--- src/rtl/idle_wake_pkg.sv ---
package idle_wake_pkg;

    typedef enum logic [2:0] {
        MODE_RUN   = 3'b000,
        MODE_ARM   = 3'b001,
        MODE_IDLE  = 3'b010,
        MODE_STAB  = 3'b011,
        MODE_RHOLD = 3'b100
    } mode_e;

    typedef struct packed {
        mode_e      mode;
        logic [7:0] cnt;
        logic       ack;
        logic       pulse;
    } ctl_s;

endpackage

--- src/rtl/idle_wake_sync.sv ---
module idle_wake_sync #(
    parameter int W = 1
) (
    input  logic         clk,
    input  logic         rst_n,
    input  logic [W-1:0] din,
    output logic [W-1:0] dout
);
    for (genvar g = 0; g < W; g++) begin : g_bit
        logic s1_q, s2_q;
        always_ff @(posedge clk or negedge rst_n) begin
            if (!rst_n) begin
                s1_q <= 1'b0;
                s2_q <= 1'b0;
            end else begin
                s1_q <= din[g];
                s2_q <= s1_q;
            end
        end
        assign dout[g] = s2_q;
    end
endmodule

--- src/rtl/idle_wake_arb.sv ---
module idle_wake_arb #(
    parameter int N  = 4,
    parameter int PW = 3
) (
    input  logic [N-1:0]    req,
    input  logic [N*PW-1:0] prio,
    output logic            any,
    output logic [PW-1:0]   best
);
    always_comb begin
        any  = 1'b0;
        best = '1;
        for (int i = 0; i < N; i++) begin
            if (req[i] && (!any || prio[i*PW +: PW] < best)) begin
                best = prio[i*PW +: PW];
                any  = 1'b1;
            end
        end
    end
endmodule

--- src/rtl/idle_wake_ctrl.sv ---
module idle_wake_ctrl
    import idle_wake_pkg::*;
#(
    parameter int N_IRQ     = 4,
    parameter int PRIO_W    = 3,
    parameter int N_RST     = 4,
    parameter int ENTRY_DLY = 5,
    parameter int STAB_CYC  = 12
) (
    input  logic                    clk,
    input  logic                    rst_n,
    input  logic [1:0]              pmode_sel,
    input  logic                    stop_wr,
    input  logic                    nmi_req,
    input  logic                    nmi_blk,
    input  logic [N_IRQ-1:0]        irq_req,
    input  logic [N_IRQ*PRIO_W-1:0] irq_prio,
    input  logic                    int_blk,
    input  logic                    in_service,
    input  logic [PRIO_W-1:0]       isr_prio,
    input  logic [N_RST-1:0]        rst_src,
    output logic                    cpu_clk_en,
    output logic                    wake_pulse,
    output logic                    ack_ok,
    output logic [2:0]              clk_mode
);
    localparam int          SYNC_W   = N_IRQ + N_RST + 1;
    localparam logic [7:0]  ENT_LAST = 8'(ENTRY_DLY - 1);
    localparam logic [7:0]  STB_LAST = 8'(STAB_CYC - 1);

    logic [SYNC_W-1:0] sync_in, sync_out;
    logic [N_IRQ-1:0]  irq_s;
    logic [N_RST-1:0]  rst_s;
    logic              nmi_s;

    assign sync_in = {rst_src, irq_req, nmi_req};

    idle_wake_sync #(.W(SYNC_W)) u_sync (
        .clk   (clk),
        .rst_n (rst_n),
        .din   (sync_in),
        .dout  (sync_out)
    );

    assign nmi_s = sync_out[0];
    assign irq_s = sync_out[N_IRQ:1];
    assign rst_s = sync_out[SYNC_W-1:N_IRQ+1];

    logic              irq_any;
    logic [PRIO_W-1:0] irq_best;

    idle_wake_arb #(.N(N_IRQ), .PW(PRIO_W)) u_arb (
        .req  (irq_s),
        .prio (irq_prio),
        .any  (irq_any),
        .best (irq_best)
    );

    logic rst_any, nmi_wake, irq_wake, wake_any, ack_now;

    assign rst_any  = |rst_s;
    assign nmi_wake = nmi_s & ~nmi_blk;
    assign irq_wake = irq_any & ~int_blk;
    assign wake_any = nmi_wake | irq_wake;
    assign ack_now  = nmi_wake | (irq_wake & (~in_service | (irq_best < isr_prio)));

    ctl_s d, q;

    always_comb begin
        d       = q;
        d.pulse = 1'b0;
        if (rst_any) begin
            d.mode = MODE_RHOLD;
            d.cnt  = '0;
            d.ack  = 1'b0;
        end else begin
            unique case (q.mode)
                MODE_RUN: begin
                    if (stop_wr && !pmode_sel[0]) begin
                        d.mode = MODE_ARM;
                        d.cnt  = '0;
                        d.ack  = 1'b0;
                    end
                end
                MODE_ARM: begin
                    if (q.cnt == ENT_LAST) begin
                        d.cnt = '0;
                        if (wake_any) begin
                            d.mode = MODE_RUN;
                            d.ack  = ack_now;
                        end else begin
                            d.mode = MODE_IDLE;
                        end
                    end else begin
                        d.cnt = q.cnt + 8'd1;
                    end
                end
                MODE_IDLE: begin
                    if (wake_any) begin
                        d.mode = MODE_STAB;
                        d.cnt  = '0;
                        d.ack  = ack_now;
                    end
                end
                MODE_STAB: begin
                    if (q.cnt == STB_LAST) begin
                        d.mode  = MODE_RUN;
                        d.cnt   = '0;
                        d.pulse = 1'b1;
                    end else begin
                        d.cnt = q.cnt + 8'd1;
                    end
                end
                MODE_RHOLD: begin
                    d.mode = MODE_STAB;
                    d.cnt  = '0;
                end
                default: begin
                    d.mode = MODE_RUN;
                    d.cnt  = '0;
                end
            endcase
        end
    end

    always_ff @(posedge clk or negedge rst_n) begin
        if (!rst_n) begin
            q.mode  <= MODE_RUN;
            q.cnt   <= '0;
            q.ack   <= 1'b0;
            q.pulse <= 1'b0;
        end else begin
            q <= d;
        end
    end

    assign cpu_clk_en = (q.mode == MODE_RUN) || (q.mode == MODE_ARM);
    assign wake_pulse = q.pulse;
    assign ack_ok     = q.ack;
    assign clk_mode   = q.mode;

endmodule

--- config.mk ---
export PLATFORM = sky130hd
export DESIGN_NAME = idle_wake_ctrl
export DESIGN_NICKNAME = d
export VERILOG_FILES = /design/src/rtl/idle_wake_pkg.sv /design/src/rtl/idle_wake_sync.sv /design/src/rtl/idle_wake_arb.sv /design/src/rtl/idle_wake_ctrl.sv
export SDC_FILE = /design/constraint.sdc
export NUM_CORES = 1
export LEC_CHECK = 0
export ABC_CLOCK_PERIOD_IN_PS = 5300
export BUFFER_PORTS_ARGS = -buffer_cell sky130_fd_sc_hd__buf_2
export CAP_MARGIN = 0
export CORE_MARGIN = 2
export CORE_UTILIZATION = 54
export CTS_CLUSTER_SIZE = 20
export DETAILED_ROUTE_END_ITERATION = 16
export HOLD_SLACK_MARGIN = 0.05
export PLACE_DENSITY = 0.79
export REMOVE_ABC_BUFFERS = 1
export SLEW_MARGIN = 40
export SYNTH_ARGS = -nofsm -noshare
export SYNTH_HDL_FRONTEND = slang
export SYNTH_HIERARCHICAL = 1
export SYNTH_SLANG_ARGS = --single-unit
--- constraint.sdc ---
create_clock -name clk -period 5.3 [get_ports clk]
set_input_delay 0.53 -clock clk [delete_from_list [all_inputs] [get_ports clk]]
set_output_delay 0.53 -clock clk [all_outputs]
set_load 0.05 [all_outputs]
Yosys cells after proc, flatten, opt, wreduce, memory -nomap -nowiden
Index checks and enable logic that the tools add are counted.
W data, S select, Z words.
{"block": "op_classes", "add_sub_neg": 1, "magnitude_cmp": 4, "n_eq_ne": 11, "muxes": 23, "n_bitwise": 9, "reduce_logical": 18}
{"op": "$pmux W11 S5", "count": 1}
{"op": "$mux W12", "count": 3}
{"op": "$mux W3", "count": 6}
{"op": "$mux W8", "count": 2}
{"op": "$ne A3 B3 Y1 const B", "count": 5}
{"op": "$lt A3 B3 Y1", "count": 4}
{"op": "$mux W1", "count": 9}
{"op": "$add A8 B1 Y8 const B", "count": 1}
{"op": "$eq A8 B3 Y1 const B", "count": 1}
{"op": "$eq A8 B4 Y1 const B", "count": 1}
{"op": "$eq A3 B2 Y1 const B", "count": 2}
{"op": "$reduce_and A5 Y1", "count": 1}
{"op": "$logic_and A1 B1 Y1", "count": 4}
{"op": "$logic_not A1 Y1", "count": 4}
{"op": "$logic_or A1 B1 Y1", "count": 4}
{"op": "$reduce_and A4 Y1", "count": 1}
{"op": "$reduce_bool A4 Y1", "count": 1}
{"op": "$reduce_or A4 Y1", "count": 1}
{"op": "$and A1 B1 Y1", "count": 3}
{"op": "$eq A3 B1 Y1 const B", "count": 1}
{"op": "$eq A3 B3 Y1 const B", "count": 1}
{"op": "$logic_not A3 Y1", "count": 1}
{"op": "$not A1 Y1", "count": 3}
{"op": "$or A1 B1 Y1", "count": 3}
{"op": "3 further kinds", "count": 3}
{"block": "totals", "register_bits": 31, "input_bits": 32, "out_inout_bits": 6, "wordCells": 88}

Logic depth before layout (Yosys ltp)
Gate-level depths: netlist of the first run.
{"block": "logic_depth", "depth_word": 21, "ltp_mapped": 25, "ltp_nobuf": 23}

By module
Netlist of the first run, hierarchy kept.
{"module": "idle_wake_ctrl", "instances": 1, "cells_per_inst": 99, "area_per_inst_um2": 895.9, "seq_area_each_um2": 325.3}
{"module": "idle_wake_sync", "instances": 1, "cells_per_inst": 27, "area_per_inst_um2": 518.0, "seq_area_each_um2": 450.4}
{"module": "idle_wake_arb", "instances": 1, "cells_per_inst": 57, "area_per_inst_um2": 426.7, "seq_area_each_um2": 0.0}

Worst setup path after synthesis of the first run
OpenSTA, ideal clock, no wires.
{"block": "synth_timing", "path_kind": "reg2reg", "startpoint": "register u_sync.g_bit[1].s2_q", "endpoint": "register q, in the netlist ack_ok", "setup_time_ps": 84, "arrival_ps": 4417, "t_required_ps": 5216, "slack_ps": 799, "path_stages_with_launch": 25, "path_buffers": 2, "synth_period_minus_slack_ps": 4501, "cell_sequence": "dfrtp_1 > buf_4 > buf_6 > nor2b_1 > ha_1 > nor2_1 > a221oi_1 > a211o_1 > nand2_1 > ha_1 > nand2_1 > nor2_1 > a21o_1 > a31oi_2 > mux2i_1 > ha_1 > a211oi_2 > a22o_1 > a31oi_4 > mux2_4 > ha_1 > a21o_1 > a21oi_1 > o21ai_0 > o21ai_0"}
{"block": "synth_between", "elab_chain_cells": 21, "word_cells_on_any_way": 34, "classes_between": "4 x order compare; 2 x eq/ne; 13 x mux; 5 x bitwise; 10 x reduce/logical"}
{"item": "from (decl)", "line": "idle_wake_sync.sv:10", "source": "logic s1_q, s2_q;"}
{"item": "from (signal assigned)", "line": "idle_wake_sync.sv:17", "source": "s2_q <= s1_q;"}
{"item": "$mux W3 or $mux W1 (tied branches)", "line": "idle_wake_arb.sv:14", "source": "if (req[i] && (!any || prio[i*PW +: PW] < best)) begin"}
{"item": "$lt A3 B3 Y1 or $logic_not A1 Y1 (tied branches)", "line": "idle_wake_arb.sv:14"}
{"item": "$logic_or A1 B1 Y1", "line": "idle_wake_arb.sv:14"}
{"item": "$logic_and A1 B1 Y1", "line": "idle_wake_arb.sv:14"}
{"item": "$mux W3 or $mux W1 (tied branches)", "line": "idle_wake_arb.sv:14"}
{"item": "$lt A3 B3 Y1 or $logic_not A1 Y1 (tied branches)", "line": "idle_wake_arb.sv:14"}
{"item": "$logic_or A1 B1 Y1", "line": "idle_wake_arb.sv:14"}
{"item": "$logic_and A1 B1 Y1", "line": "idle_wake_arb.sv:14"}
{"item": "[5 not listed]"}
{"item": "net irq_best[1]", "line": "idle_wake_ctrl.sv:50", "source": "logic [PRIO_W-1:0] irq_best;"}
{"item": "$lt A3 B3 Y1 (*)", "line": "idle_wake_ctrl.sv:65", "source": "assign ack_now = nmi_wake | (irq_wake & (~in_service | (irq_best < isr_prio)));"}
{"item": "$or A1 B1 Y1 (*)", "line": "idle_wake_ctrl.sv:65"}
{"item": "$and A1 B1 Y1 (*)", "line": "idle_wake_ctrl.sv:65"}
{"item": "$or A1 B1 Y1 (*)", "line": "idle_wake_ctrl.sv:65"}
{"item": "$mux W1", "line": "idle_wake_ctrl.sv:88", "source": "if (wake_any) begin"}
{"item": "$mux W1", "line": "idle_wake_ctrl.sv:86", "source": "if (q.cnt == ENT_LAST) begin"}
{"item": "$pmux W1 S3 (*)", "line": "idle_wake_ctrl.sv:77", "source": "unique case (q.mode)"}
{"item": "$mux W12 (*)", "line": "idle_wake_ctrl.sv:72", "source": "if (rst_any) begin"}
{"item": "to (decl)", "line": "idle_wake_ctrl.sv:67", "source": "ctl_s d, q;"}
The timed path passes the listed nets; every way through them passes the cells marked *. The select of a mux whose other input is x is not followed.
A chain may end at the register's enable or synchronous reset.

Worst setup path after layout of the first run
Ends and elaborated chain as after synthesis.

==> qor.csv, run 1 <==
stage,metric,value,unit
outcome,status,"complete, no violations",
route,drtAntennaViolNets,0,
clocking,cts-root-buf,clkbuf_4,
synthesis,synth.distinct_cells,50,
final_layout,final_util,61.15,%
setup_path,cp.buffers_inverters,0,
setup_path,r2r_start,u_sync/g_bit[1].s2_q,
place,io_buffers,36,
route,dr.first_iter.drc_count,51,
sta,tns,0,ns
synthesis,synth_warnings,6,
setup_path,cpMostUsedCell,ha_1,
setup_path,cpMaxStageDelayCell,dfrtp_2,
setup_path,slowest_delay,0.46,ns
die,core_area,3311,µm²
die,fp.dieW,62.38,µm
power,p_per_area,232.4,nW/µm²
place,routabilityCongestion,0.7841,
synthesis,netlist.area_leader.share,42.15,%
sta,min_period,4.770,ns
clocking,cts_max_level,2,
global_route,grt-ovfl-total,0,
clocking,worstSkewPairLatency,0.34,ns
synthesis,synth_cells,183,
synthesis,postSynth.asyncResetShare,100.0,%
die,die-area,3891,µm²
global_route,grt_max_degree,32,
route,dr.max_layer_used,met4,
place,dp_hpwl,2.354,mm
route,wire_per_inst,12.16,µm
route,remaining_drc_errors,0,
route,viasPerCell,5.233,
route,drt_wl_total,3.137,mm
clocking,cts_tree,built,
synthesis,ys_ff_latch,31,
sta,finalClockSkew,0.008407,ns
setup_path,required,5.57,ns
global_route,grt_pass1_vias,1259,
die,initial_core_util,55.59,%
synthesis,synth_area,1841,µm²
global_route,antenna_found_initial,0,
clocking,clk_pin_slew_worst_paths,0.11,ns
global_route,grt_pass1_wl,5.547,mm
clocking,ctsHoldBuffers,0,
synthesis,syn_area_per_cell,10.06,µm²
hold_path,hold_class,in -> async,
route,route.met2.wl,1.440,mm
synthesis,yosysTopAreaCell,dfrtp_1,
final_layout,nFillCells,291,
setup_path,crit_type,reg -> reg,
sta,finalCritPeriodShare,90.01,%
sta,rsz0062_at_grt,false,
route,route.met3.wl,199,µm
synthesis,ys.flop_type,dfrtp_1,
die,num_rows,21,
sta,max_slew.worst_pin.slew,0.6502,ns
setup_path,ff2ff_path_depth,22,
setup_path,r2r-end,ack_ok,
route,met1Wirelength,1.445,mm
die,dieHeight,62.38,µm
clocking,cts_num_sinks,31,
route,firstDrtPassIters,4,
die,io_pins,38,
power,max-vdd-ir-drop,199.4,µV
synthesis,yosys-top-cells-area,"dfrtp_1, ha_1, buf_4",
route,vias,1350,
clocking,cts_buffer_depth,2,
sta,setup_viol,0,
sta,slew_viol_final,0,
flow_run,cap_violations,0,
sta,clock.fmax,0.2096,GHz
final_layout,drive_gt1_share,28.30,%
synthesis,synth_edf_count,0,
setup_path,path_cells,nor2b_1 > ha_1 > nor2_1 > a221oi_1 > a211o_1 > nand2_1 > ha_1 > a21oi_1 > o21ai_1 > a21o_1 > a31oi_2 > mux2i_1 > ha_1 > a211oi_2 > a22o_1 > a31oi_4 > mux2_4 > ha_1 > a21o_1 > a21oi_1 > o21ai_0 > o21ai_0,
setup_path,worst-path-max-fanout,9,
setup_path,crit_family,compound AO/OA/AOI/OAI gates,
synthesis,synth-seq-area-share,42.15,%
setup_path,worstSetupStartpoint,u_sync/g_bit[1].s2_q,
final_layout,antenna_cells,0,
global_route,grt_usage,18.20,%
final_layout,syn_to_final_growth,9.993,%
power,p_leak,0.9966,nW
final_layout,multi_input_area,884.6,µm²
setup_path,cp-end-kind,flop,
final_layout,seqCellArea,777.0,µm²
setup_path,critPathArrivalTime,5.04,ns
final_layout,final_nets,252,
clocking,cts_buffers,5,
sta,slew_headroom,56.65,%
setup_path,regToRegSetupSlack,0.53,ns
setup_path,worst_setup_path_start_kind,flop,
sta,hold_viol_final,0,
cells by family (layout without fill, tap and decap cells):
family | Yosys count | after routing | synth area share [%]
flip-flops | 31 | 31 | 42.15
AO/OA/AOI/OAI | 46 | 46 | 20.46
multiplexers | 5 | 5 | 3.059
AND/OR/NAND/NOR | 58 | 58 | 17.47
adder cells (fa/ha/maj) | 9 | 9 | 6.118
XOR/XNOR | 2 | 2 | 0.9519
buffers and inverters | 32 | 61 | 9.789
where the power goes:
group	total [W]	switching [W]	leakage, nW	internal (W)
sequential	0.000249	0.00000534	0.385	0.000244
combinational	0.0000778	0.0000415	0.584	0.0000362
clock	0.000144	0.0000905	0.0278	0.0000530
total	0.000471	0.000137	0.997	0.000333
registers in the layout, summed over array words and instances (netlist names):
signal,flops
ack_ok,1
u_sync/g_bit.s2_q,9
q,8
wake_pulse,1
clk_mode,3
u_sync/g_bit.s1_q,9
timing repair:
action / CTS / global route
buffers inserted: 0 / 0
endpoints found under the setup margin: 0 / 1
resized for setup: 0 / 1
cells in the mapped netlist (2+ instances only):
| cell type | number |
|---|---|
| a31oi_2 | 2 |
| nand2b_1 | 7 |
| buf_4 | 12 |
| buf_6 | 2 |
| mux2i_1 | 3 |
| a21oi_1 | 9 |
| xor2_1 | 2 |
| nor2_1 | 15 |
| nor2b_1 | 2 |
| nor4_2 | 2 |
| nor3_1 | 2 |
| nand2_1 | 10 |
| a21o_1 | 3 |
| inv_1 | 16 |
| dfrtp_1 | 31 |
| a31o_1 | 2 |
| and3_1 | 2 |
| o21ai_0 | 7 |
| ha_1 | 9 |
| nand3_1 | 5 |
| o21ai_1 | 2 |
| a22o_1 | 5 |
| a211oi_2 | 2 |
| nor3b_1 | 2 |
| nand3b_1 | 4 |
cell usage in the layout (no fill, tap or decap), types with 5 or more instances in the layout:
master | synthesis | final
a21oi_1 | 9 | 9
a22o_1 | 5 | 5
buf_2 | 0 | 36
clkbuf_4 | 0 | 5
dfrtp_1 | 31 | 30
ha_1 | 9 | 9
inv_1 | 16 | 16
nand2_1 | 10 | 10
nand2b_1 | 7 | 7
nand3_1 | 5 | 5
nor2_1 | 15 | 15
o21ai_0 | 7 | 7
area by class of cell:
class	count	share of cell area [%]
multi-input combinational	120	43.70
sequential	31	38.38
timing repair buffer	36	8.900
inverter	17	3.152
tap	46	2.843
clock buffer	5	1.854
clock inverter	3	1.174
per-stage QoR:
stage / hold slack, ns / area [µm²] / power, W / instances / setup WS, ns
floorplan: 0.2344 / 1724 / 0.0003052 / 168 / 0.8773
global placement: 0.3315 / 1962 / 0.0003301 / 250 / 0.4783
detailed placement: 0.3347 / 1962 / 0.0003322 / 250 / 0.3950
CTS: 0.2192 / 2023 / 0.0004760 / 258 / 0.4416
global route: 0.2238 / 2024 / 0.0004976 / 258 / 0.02478
finish: 0.1968 / 2024 / 0.0004705 / 258 / 0.5296
routing by layer:
metal,global-route usage (%),vias to the layer above
li1,-,694
met1,23.80,610
met2,28.67,40
met3,5.766,6
met4,6.667,0
met5,0,-
worst max-delay path by stage:
| stage | endpoint | slack [ns] | cells past startpoint |
|---|---|---|---|
| 3_3_place_gp | ack_ok | 0.48 | 23 |
| 6_report | ack_ok | 0.53 | 22 |
| 4_1_cts | ack_ok | 0.44 | 22 |
| 2_1_floorplan | ack_ok | 0.88 | 22 |
| 5_1_grt | ack_ok | 0.02 | 22 |
| 3_5_place_dp | ack_ok | 0.40 | 23 |
Power figures use the tool's default switching activity.
==> run 2: changes to the inputs <==
Settings changed: CORE_ASPECT_RATIO set to 1.75.
==> run 2 against run 1 <==
Clock-buffer cell count is 1 higher. Largest power group unchanged. Core utilization is 1.5 points higher. Critical path depth stayed put. Combinational power is 3.2% higher. Non-clock buffer count stayed put. Total power is 20% higher. Critical endpoint unchanged. Critical path type unchanged. Clock power is 64% higher. Sequential share of layout area is 1.2 points lower. Die area is 0.47% higher.
==> qor.csv, run 2 (synthesized netlist as in run 1, its figures left out) <==
stage,metric,value,unit,change
sta,clock.fmax,0.2082,GHz,-0.68%
power,intPower,0.0004331,W,+30%
flow_run,cap_violations,0,,unchanged
sta,slew_viol_final,0,,unchanged
final_layout,seqCellArea,775.7,µm²,-0.16%
setup_path,cpMaxStageDelayCell,dfrtp_1,,
die,num_rows,28,,+33%
route,drtAntennaViolNets,0,,unchanged
outcome,status,"complete, no violations",,
power,max-vdd-ir-drop,249.9,µV,+25%
route,firstDrtPassIters,4,,unchanged
setup_path,cpMostUsedCell,ha_1,,
power,p_per_area,271.3,nW/µm²,+17%
power,p_clk_share,41.7,%,+11 points
place,io_buffers,36,,unchanged
clocking,cts_num_sinks,31,,unchanged
power,pwr-share-seq,44.1,%,-8.9 points
power,swShare,23.45,%,-5.8 points
power,power.total,0.0005658,W,+20%
sta,timing.final.ws_setup,0.4971,ns,-0.03251 ns
die,initial_core_util,55.30,%,-0.29 points
final_layout,multi_input_area,892.1,µm²,+0.85%
clocking,cts_buffers,5,,unchanged
route,route.met3.wl,161,µm,-19%
die,fp.dieW,48.13,µm,-23%
final_layout,antenna_cells,0,,unchanged
clocking,cts_tree,built,,
final_layout,syn_to_final_growth,13.32,%,
place,routabilityCongestion,0.8060,,+2.8%
sta,slew_headroom,56.71,%,+0.064 points
global_route,antenna_found_initial,0,,unchanged
setup_path,cp-end-kind,flop,,
clocking,ctsHoldBuffers,0,,unchanged
global_route,grt_max_degree,32,,unchanged
sta,finalCritPeriodShare,90.62,%,+0.61 points
die,io_pins,38,,unchanged
power,p_leak,1.032,nW,+3.6%
setup_path,crit_type,reg -> reg,,
die,die-area,3910,µm²,+0.47%
setup_path,r2r-end,ack_ok,,
final_layout,nFillCells,271,,-6.9%
route,vias,1377,,+2.0%
final_layout,final_cell_mix,"buf_2, dfrtp_1, inv_1, nor2_1, nand2_1",,
setup_path,ff2ff_path_depth,22,,unchanged
global_route,grt_usage,18.90,%,+0.70 points
setup_path,worst-path-max-fanout,9,,unchanged
power,netSwitchingPower,0.0001327,W,-3.4%
route,remaining_drc_errors,0,,unchanged
setup_path,slowest_delay,0.50,ns,+0.04 ns
hold_path,hold_class,in -> async,,
clocking,cts-root-buf,clkbuf_8,,
sta,setup_viol,0,,unchanged
global_route,grt-ovfl-total,0,,unchanged
sta,max_slew.worst_pin.slew,0.6493,ns,-0.0009524 ns
place,place_ws,0.3991,ns,+0.004071 ns
clocking,worstSkewPairLatency,0.28,ns,-0.06 ns
die,dieHeight,81.23,µm,+30%
clocking,cts_max_level,2,,unchanged
final_layout,drive_gt1_share,27.83,%,-0.47 points
route,wire_per_inst,12.46,µm,+2.5%
route,dr.first_iter.drc_count,20,,-61%
route,viasPerCell,5.358,,+2.4%
setup_path,worst_setup_path_start_kind,flop,,
clocking,clk_pin_slew_worst_paths,0.06,ns,-0.05 ns
clocking,cts_buffer_depth,2,,unchanged
setup_path,path_cells,nor2b_1 > ha_1 > nor2_1 > a221oi_1 > a211o_1 > nand2_1 > ha_1 > nand2_1 > nor2_1 > a21o_1 > a31oi_2 > mux2i_1 > ha_1 > a211oi_4 > a22o_1 > a31oi_4 > mux2_4 > ha_1 > a21o_1 > a21oi_1 > o21ai_0 > o21ai_0,,
global_route,grt_pass1_vias,1305,,+3.7%
route,dr.max_layer_used,met4,,
place,dp_hpwl,2.477,mm,+5.2%
power,pwr-share-comb,14.2,%,-2.3 points
setup_path,r2r_start,u_sync/g_bit[1].s2_q,,
setup_path,critPathArrivalTime,5.00,ns,-0.04 ns
sta,tns,0,ns,unchanged
final_layout,final_common_cell,buf_2,,
sta,hold_viol_final,0,,unchanged
final_layout,top_regs,"u_sync/g_bit.s1_q (9), u_sync/g_bit.s2_q (9), q (8)",,
sta,min_period,4.803,ns,+0.03251 ns
die,core_area,3328,µm²,+0.53%
setup_path,regToRegSetupSlack,0.50,ns,-0.03 ns
sta,finalClockSkew,0.002332,ns,-0.006075 ns
route,route.met2.wl,1.700,mm,+18%
setup_path,required,5.50,ns,-0.07 ns
route,met1Wirelength,1.282,mm,-11%
route,drt_wl_total,3.202,mm,+2.1%
final_layout,final_nets,252,,unchanged
final_layout,final_util,62.67,%,+1.5 points
global_route,grt_pass1_wl,5.264,mm,-5.1%
-- run 2: cell count changes in the layout (fill, tap and decap cells not counted) --
cell	delta
clkinvlp_4	-2
clkbuf_8	+6
bufinv_16	+1
inv_6	-1
dfrtp_1	+1
dfrtp_2	-1
a211oi_2	-1
clkinv_2	+1
clkbuf_4	-5
a211oi_4	+1
-- run 2: final cells by class --
cell class	instances	share of cell area, %
clock buffer	6	3.959
clock inverter	2	1.680
inverter	17	3.059
multi-input combinational	120	42.77
sequential	31	37.19
tap	45	2.699
timing repair buffer	36	8.638
-- run 2: worst max path at each step --
stage,startpoint,endpoint,slack (ns)
floorplan,irq_prio[1],ack_ok,0.88
global placement,irq_prio[1],ack_ok,0.48
detailed placement,irq_prio[1],ack_ok,0.40
CTS,u_sync/g_bit[1].s2_q,ack_ok,0.44
global route,u_sync/g_bit[1].s2_q,ack_ok,-0.006
finish,u_sync/g_bit[1].s2_q,ack_ok,0.50
-- run 2: metrics by stage --
stage	cell area, µm²	cells	hold slack (ns)
3_3_place_gp	1961	249	0.3320
6_report	2086	257	0.2762
3_5_place_dp	1961	249	0.3347
5_1_grt	2086	257	0.3223
2_1_floorplan	1724	168	0.2344
4_1_cts	2078	257	0.2960
-- run 2: worst max-delay path, delay by kind of cell (launching register included) --
| kind | cells | cell delay [ns] |
|---|---|---|
| AOI/OAI and AO/OA | 11 | 2.08 |
| and+or+nand+nor | 5 | 0.48 |
| adders and majority gates | 4 | 1.08 |
| DFF | 1 | 0.50 |
| muxes | 2 | 0.60 |
-- run 2: layer usage --
metal,GRT usage [%],vias to the layer above
li1,-,690
met1,20.92,639
met2,32.67,42
met3,4.222,6
met4,8.108,0
met5,0,-
-- run 2: power by group through the flow --
stage          Combinational [W]  Clock [W]  Sequential (W)
3_5_place_dp           0.0000793          0        0.000254
4_1_cts                0.0000796   0.000244        0.000250
5_1_grt                0.0000915   0.000254        0.000251
6_report               0.0000803   0.000236        0.000250
3_3_place_gp           0.0000771          0        0.000254
2_1_floorplan          0.0000505          0        0.000255
-- run 2: repair_timing --
| item | 4_1_cts | 5_1_grt |
|---|---|---|
| setup buffers | 0 | 0 |
| gates resized for setup | 0 | 1 |
| setup endpoints to repair | 0 | 1 |
==> run 3: changes to the inputs <==
Settings changed: ABC_AREA set to 1, CORE_UTILIZATION 54 to 55.
==> run 3 against run 2 <==
Critical path depth increased by 7. Sequential share of layout area decreased by 1.9 points. Combinational power about the same. First-iteration DRC count grew 110%. Die area increased by 4.6%. Via count up 23%. Clock skew grew 0.0011 ns. Cell count grew 32%. Critical path type unchanged. Largest power group unchanged.
==> qor.csv, run 3 <==
stage,metric,value,unit,change
global_route,grt_use_met2,41.65,%,+9.0 points
sta,holdWs,0.2637,ns,-0.01253 ns
sta,tns,0,ns,unchanged
setup_path,r2r_start,u_sync/g_bit[1].s2_q,,
clocking,cts_buffer_depth,2,,unchanged
clocking,cts_max_level,2,,unchanged
sta,setup_viol,0,,unchanged
sta,finalCritPeriodShare,73.23,%,-17 points
power,p_leak,1.234,nW,+20%
synthesis,yosys-top-cells-count,"nand2_1, dfrtp_1, nand3_1",,
setup_path,worst-path-max-fanout,5,,-4
setup_path,regToRegSetupSlack,1.42,ns,+0.92 ns
route,viasPerCell,5.006,,-6.6%
place,io_buffers,36,,unchanged
synthesis,yosysMostFrequentCell,nand2_1,,
clocking,clk_pin_slew_worst_paths,0.07,ns,about the same
place,routabilityCongestion,0.8900,,+10%
die,core_area,3398,µm²,+2.1%
die,initial_core_util,57.88,%,+2.6 points
power,p_per_area,235.3,nW/µm²,-13%
sta,slew_viol_final,0,,unchanged
setup_path,cp-end-kind,flop,,
die,fp.dieW,49.21,µm,+2.2%
global_route,grt_pass1_vias,1695,,+30%
sta,rsz0062_at_grt,false,,
synthesis,synth_cells,264,,+44%
final_layout,antenna_cells,0,,unchanged
final_layout,multi_input_area,938.4,µm²,+5.2%
sta,hold_viol_final,0,,unchanged
clocking,cts_tree,built,,
setup_path,endpoint,ack_ok,,
flow_run,cap_violations,0,,unchanged
final_layout,syn_to_final_growth,11.64,%,
global_route,globalRouteMet3Util,3.777,%,-0.45 points
final_layout,seqCellArea,775.7,µm²,unchanged
setup_path,required,5.53,ns,+0.03 ns
route,drtAntennaViolNets,0,,unchanged
setup_path,critPathArrivalTime,4.11,ns,-0.89 ns
global_route,antenna_found_initial,0,,unchanged
synthesis,synth-seq-area-share,39.44,%,-2.7 points
route,remaining_drc_errors,0,,unchanged
sta,clock.fmax,0.2577,GHz,+24%
synthesis,netlist.area_leader.share,39.44,%,-2.7 points
hold_path,hold_class,in -> async,,
setup_path,slowest_delay,0.40,ns,-0.10 ns
sta,timing.final.ws_setup,1.419,ns,+0.9218 ns
route,wire_per_inst,10.81,µm,-13%
synthesis,synth_warnings,6,,unchanged
synthesis,yosysTopAreaCell,dfrtp_1,,
sta,finalClockSkew,0.003386,ns,+0.001054 ns
clocking,cts_setup_buffers,0,,unchanged
setup_path,r2r-end,ack_ok,,
synthesis,postSynth.asyncResetShare,100.0,%,unchanged
synthesis,syn_area_per_cell,7.450,µm²,-26%
clocking,cts_num_sinks,31,,unchanged
synthesis,ys.flop_type,dfrtp_1,,
place,place_ws,1.226,ns,+0.8271 ns
global_route,use_met1,20.10,%,-0.83 points
setup_path,worstSetupStartpoint,u_sync/g_bit[1].s2_q,,
clocking,cts_buffers,5,,unchanged
clocking,ctsHoldBuffers,0,,unchanged
setup_path,cpMaxStageDelayCell,dfrtp_1,,
final_layout,final_common_cell,nand2_1,,
clocking,cts_resized,0,,unchanged
die,die-area,4089,µm²,+4.6%
die,io_pins,38,,unchanged
route,vias,1697,,+23%
die,num_rows,28,,unchanged
setup_path,crit_type,reg -> reg,,
final_layout,final_nets,334,,+33%
route,firstDrtPassIters,4,,unchanged
power,max-vdd-ir-drop,235.6,µV,-5.7%
setup_path,ff2ff_path_depth,29,,+32%
sta,slew_headroom,56.40,%,-0.32 points
final_layout,final_cell_mix,"nand2_1, buf_2, dfrtp_1, nand3_1, inv_1",,
clocking,worstSkewPairLatency,0.29,ns,about the same
clocking,cts-root-buf,clkbuf_8,,
route,drt_wl_total,3.666,mm,+14%
synthesis,ys_ff_latch,31,,unchanged
synthesis,synth_edf_count,0,,unchanged
global_route,gr-max-usage-layer,met2,,
place,dp_hpwl,2.900,mm,+17%
sta,min_period,3.881,ns,-0.9218 ns
die,dieHeight,83.11,µm,+2.3%
final_layout,top_regs,"u_sync/g_bit.s1_q (9), u_sync/g_bit.s2_q (9), q (8)",,
synthesis,yosys-top-cells-area,"dfrtp_1, nand2_1, nand3_1",,
global_route,grt_usage,21.48,%,+2.6 points
sta,max_slew.worst_pin.slew,0.6541,ns,+0.004779 ns
setup_path,cpMostUsedCell,nand2_1,,
global_route,grt-ovfl-total,0,,unchanged
route,dr.first_iter.drc_count,42,,+110%
global_route,grt_max_degree,32,,unchanged
synthesis,synth_area,1967,µm²,+6.9%
global_route,grt_pass1_wl,6.775,mm,+29%
final_layout,drive_gt1_share,27.55,%,-0.28 points
setup_path,worst_setup_path_start_kind,flop,,
final_layout,nFillCells,314,,+16%
synthesis,synth.distinct_cells,28,,-44%
outcome,status,"complete, no violations",,
run 3: cell types whose count changed in the layout (fill, tap and decap cells not counted), sizes merged, moves of 4 or more:
cell / delta
nand2: +78
nand3: +26
inv: +22
nand2b: -7
a22o: -5
o21ai: +5
a21oi: -4
a31oi: -4
nand3b: -4
nor2: +4
run 3: worst min-delay path by stage:
stage	start	endpoint	cells after the start
finish	rst_n	clk_mode[0]	1
global route	rst_n	wake_pulse	1
CTS	rst_n	q[5]	1
detailed placement	u_sync/g_bit[2].s1_q	u_sync/g_bit[2].s2_q	0
global placement	u_sync/g_bit[5].s1_q	u_sync/g_bit[5].s2_q	0
floorplan	rst_n	ack_ok	0
run 3: critical path: cells and delay by family, from the launching register on:
| family | cells | cell delay (ns) |
|---|---|---|
| AND/OR/NAND/NOR | 18 | 1.23 |
| adder cells (fa/ha/maj) | 4 | 1.16 |
| AO/OA/AOI/OAI | 5 | 0.88 |
| flip-flops | 1 | 0.40 |
| buffers and inverters | 2 | 0.14 |
run 3: cell families (layout without fill, tap and decap cells):
family                     count (synthesis)  after routing  share of synthesized area [%]
DFF                                       31             31                          39.44
adders and majority gates                  9              9                          5.725
buffers and inverters                     54             84                          12.85
AOI/OAI and AO/OA                         22             22                          6.616
and+or+nand+nor                          147            147                          34.92
xor gates and xnor gates                   1              1                         0.4454
run 3: through the flow:
step	cell area [µm²]	total power, W	util (%)	instances
3_5_place_dp	2103	0.0003341	61.89	331
6_report	2196	0.0005166	64.62	339
5_1_grt	2196	0.0005453	64.62	339
2_1_floorplan	1867	0.0003054	-	250
4_1_cts	2196	0.0005234	64.62	339
3_3_place_gp	2103	0.0003302	61.89	331
run 3: per-layer routing:
metal / routed length [µm] / up-vias
met1: 1399 / 778
met4: 97 / 0
met5: 0 / -
met3: 111 / 6
met2: 2058 / 31
li1: - / 882
run 3: area by class of cell:
class                           instances  area share (%)
Multi-Input combinational cell        179           42.73
Clock buffer                            5           3.134
Sequential cell                        31           35.33
Timing Repair Buffer                   36           8.205
Tap cell                               45           2.564
Inverter                               40           6.952
Clock inverter                          3           1.083
run 3: where the power goes:
group	total (W)	switching, W	internal [W]
registers	0.000248	0.00000416	0.000244
clock network	0.000188	0.0000944	0.0000936
logic	0.0000804	0.0000487	0.0000317
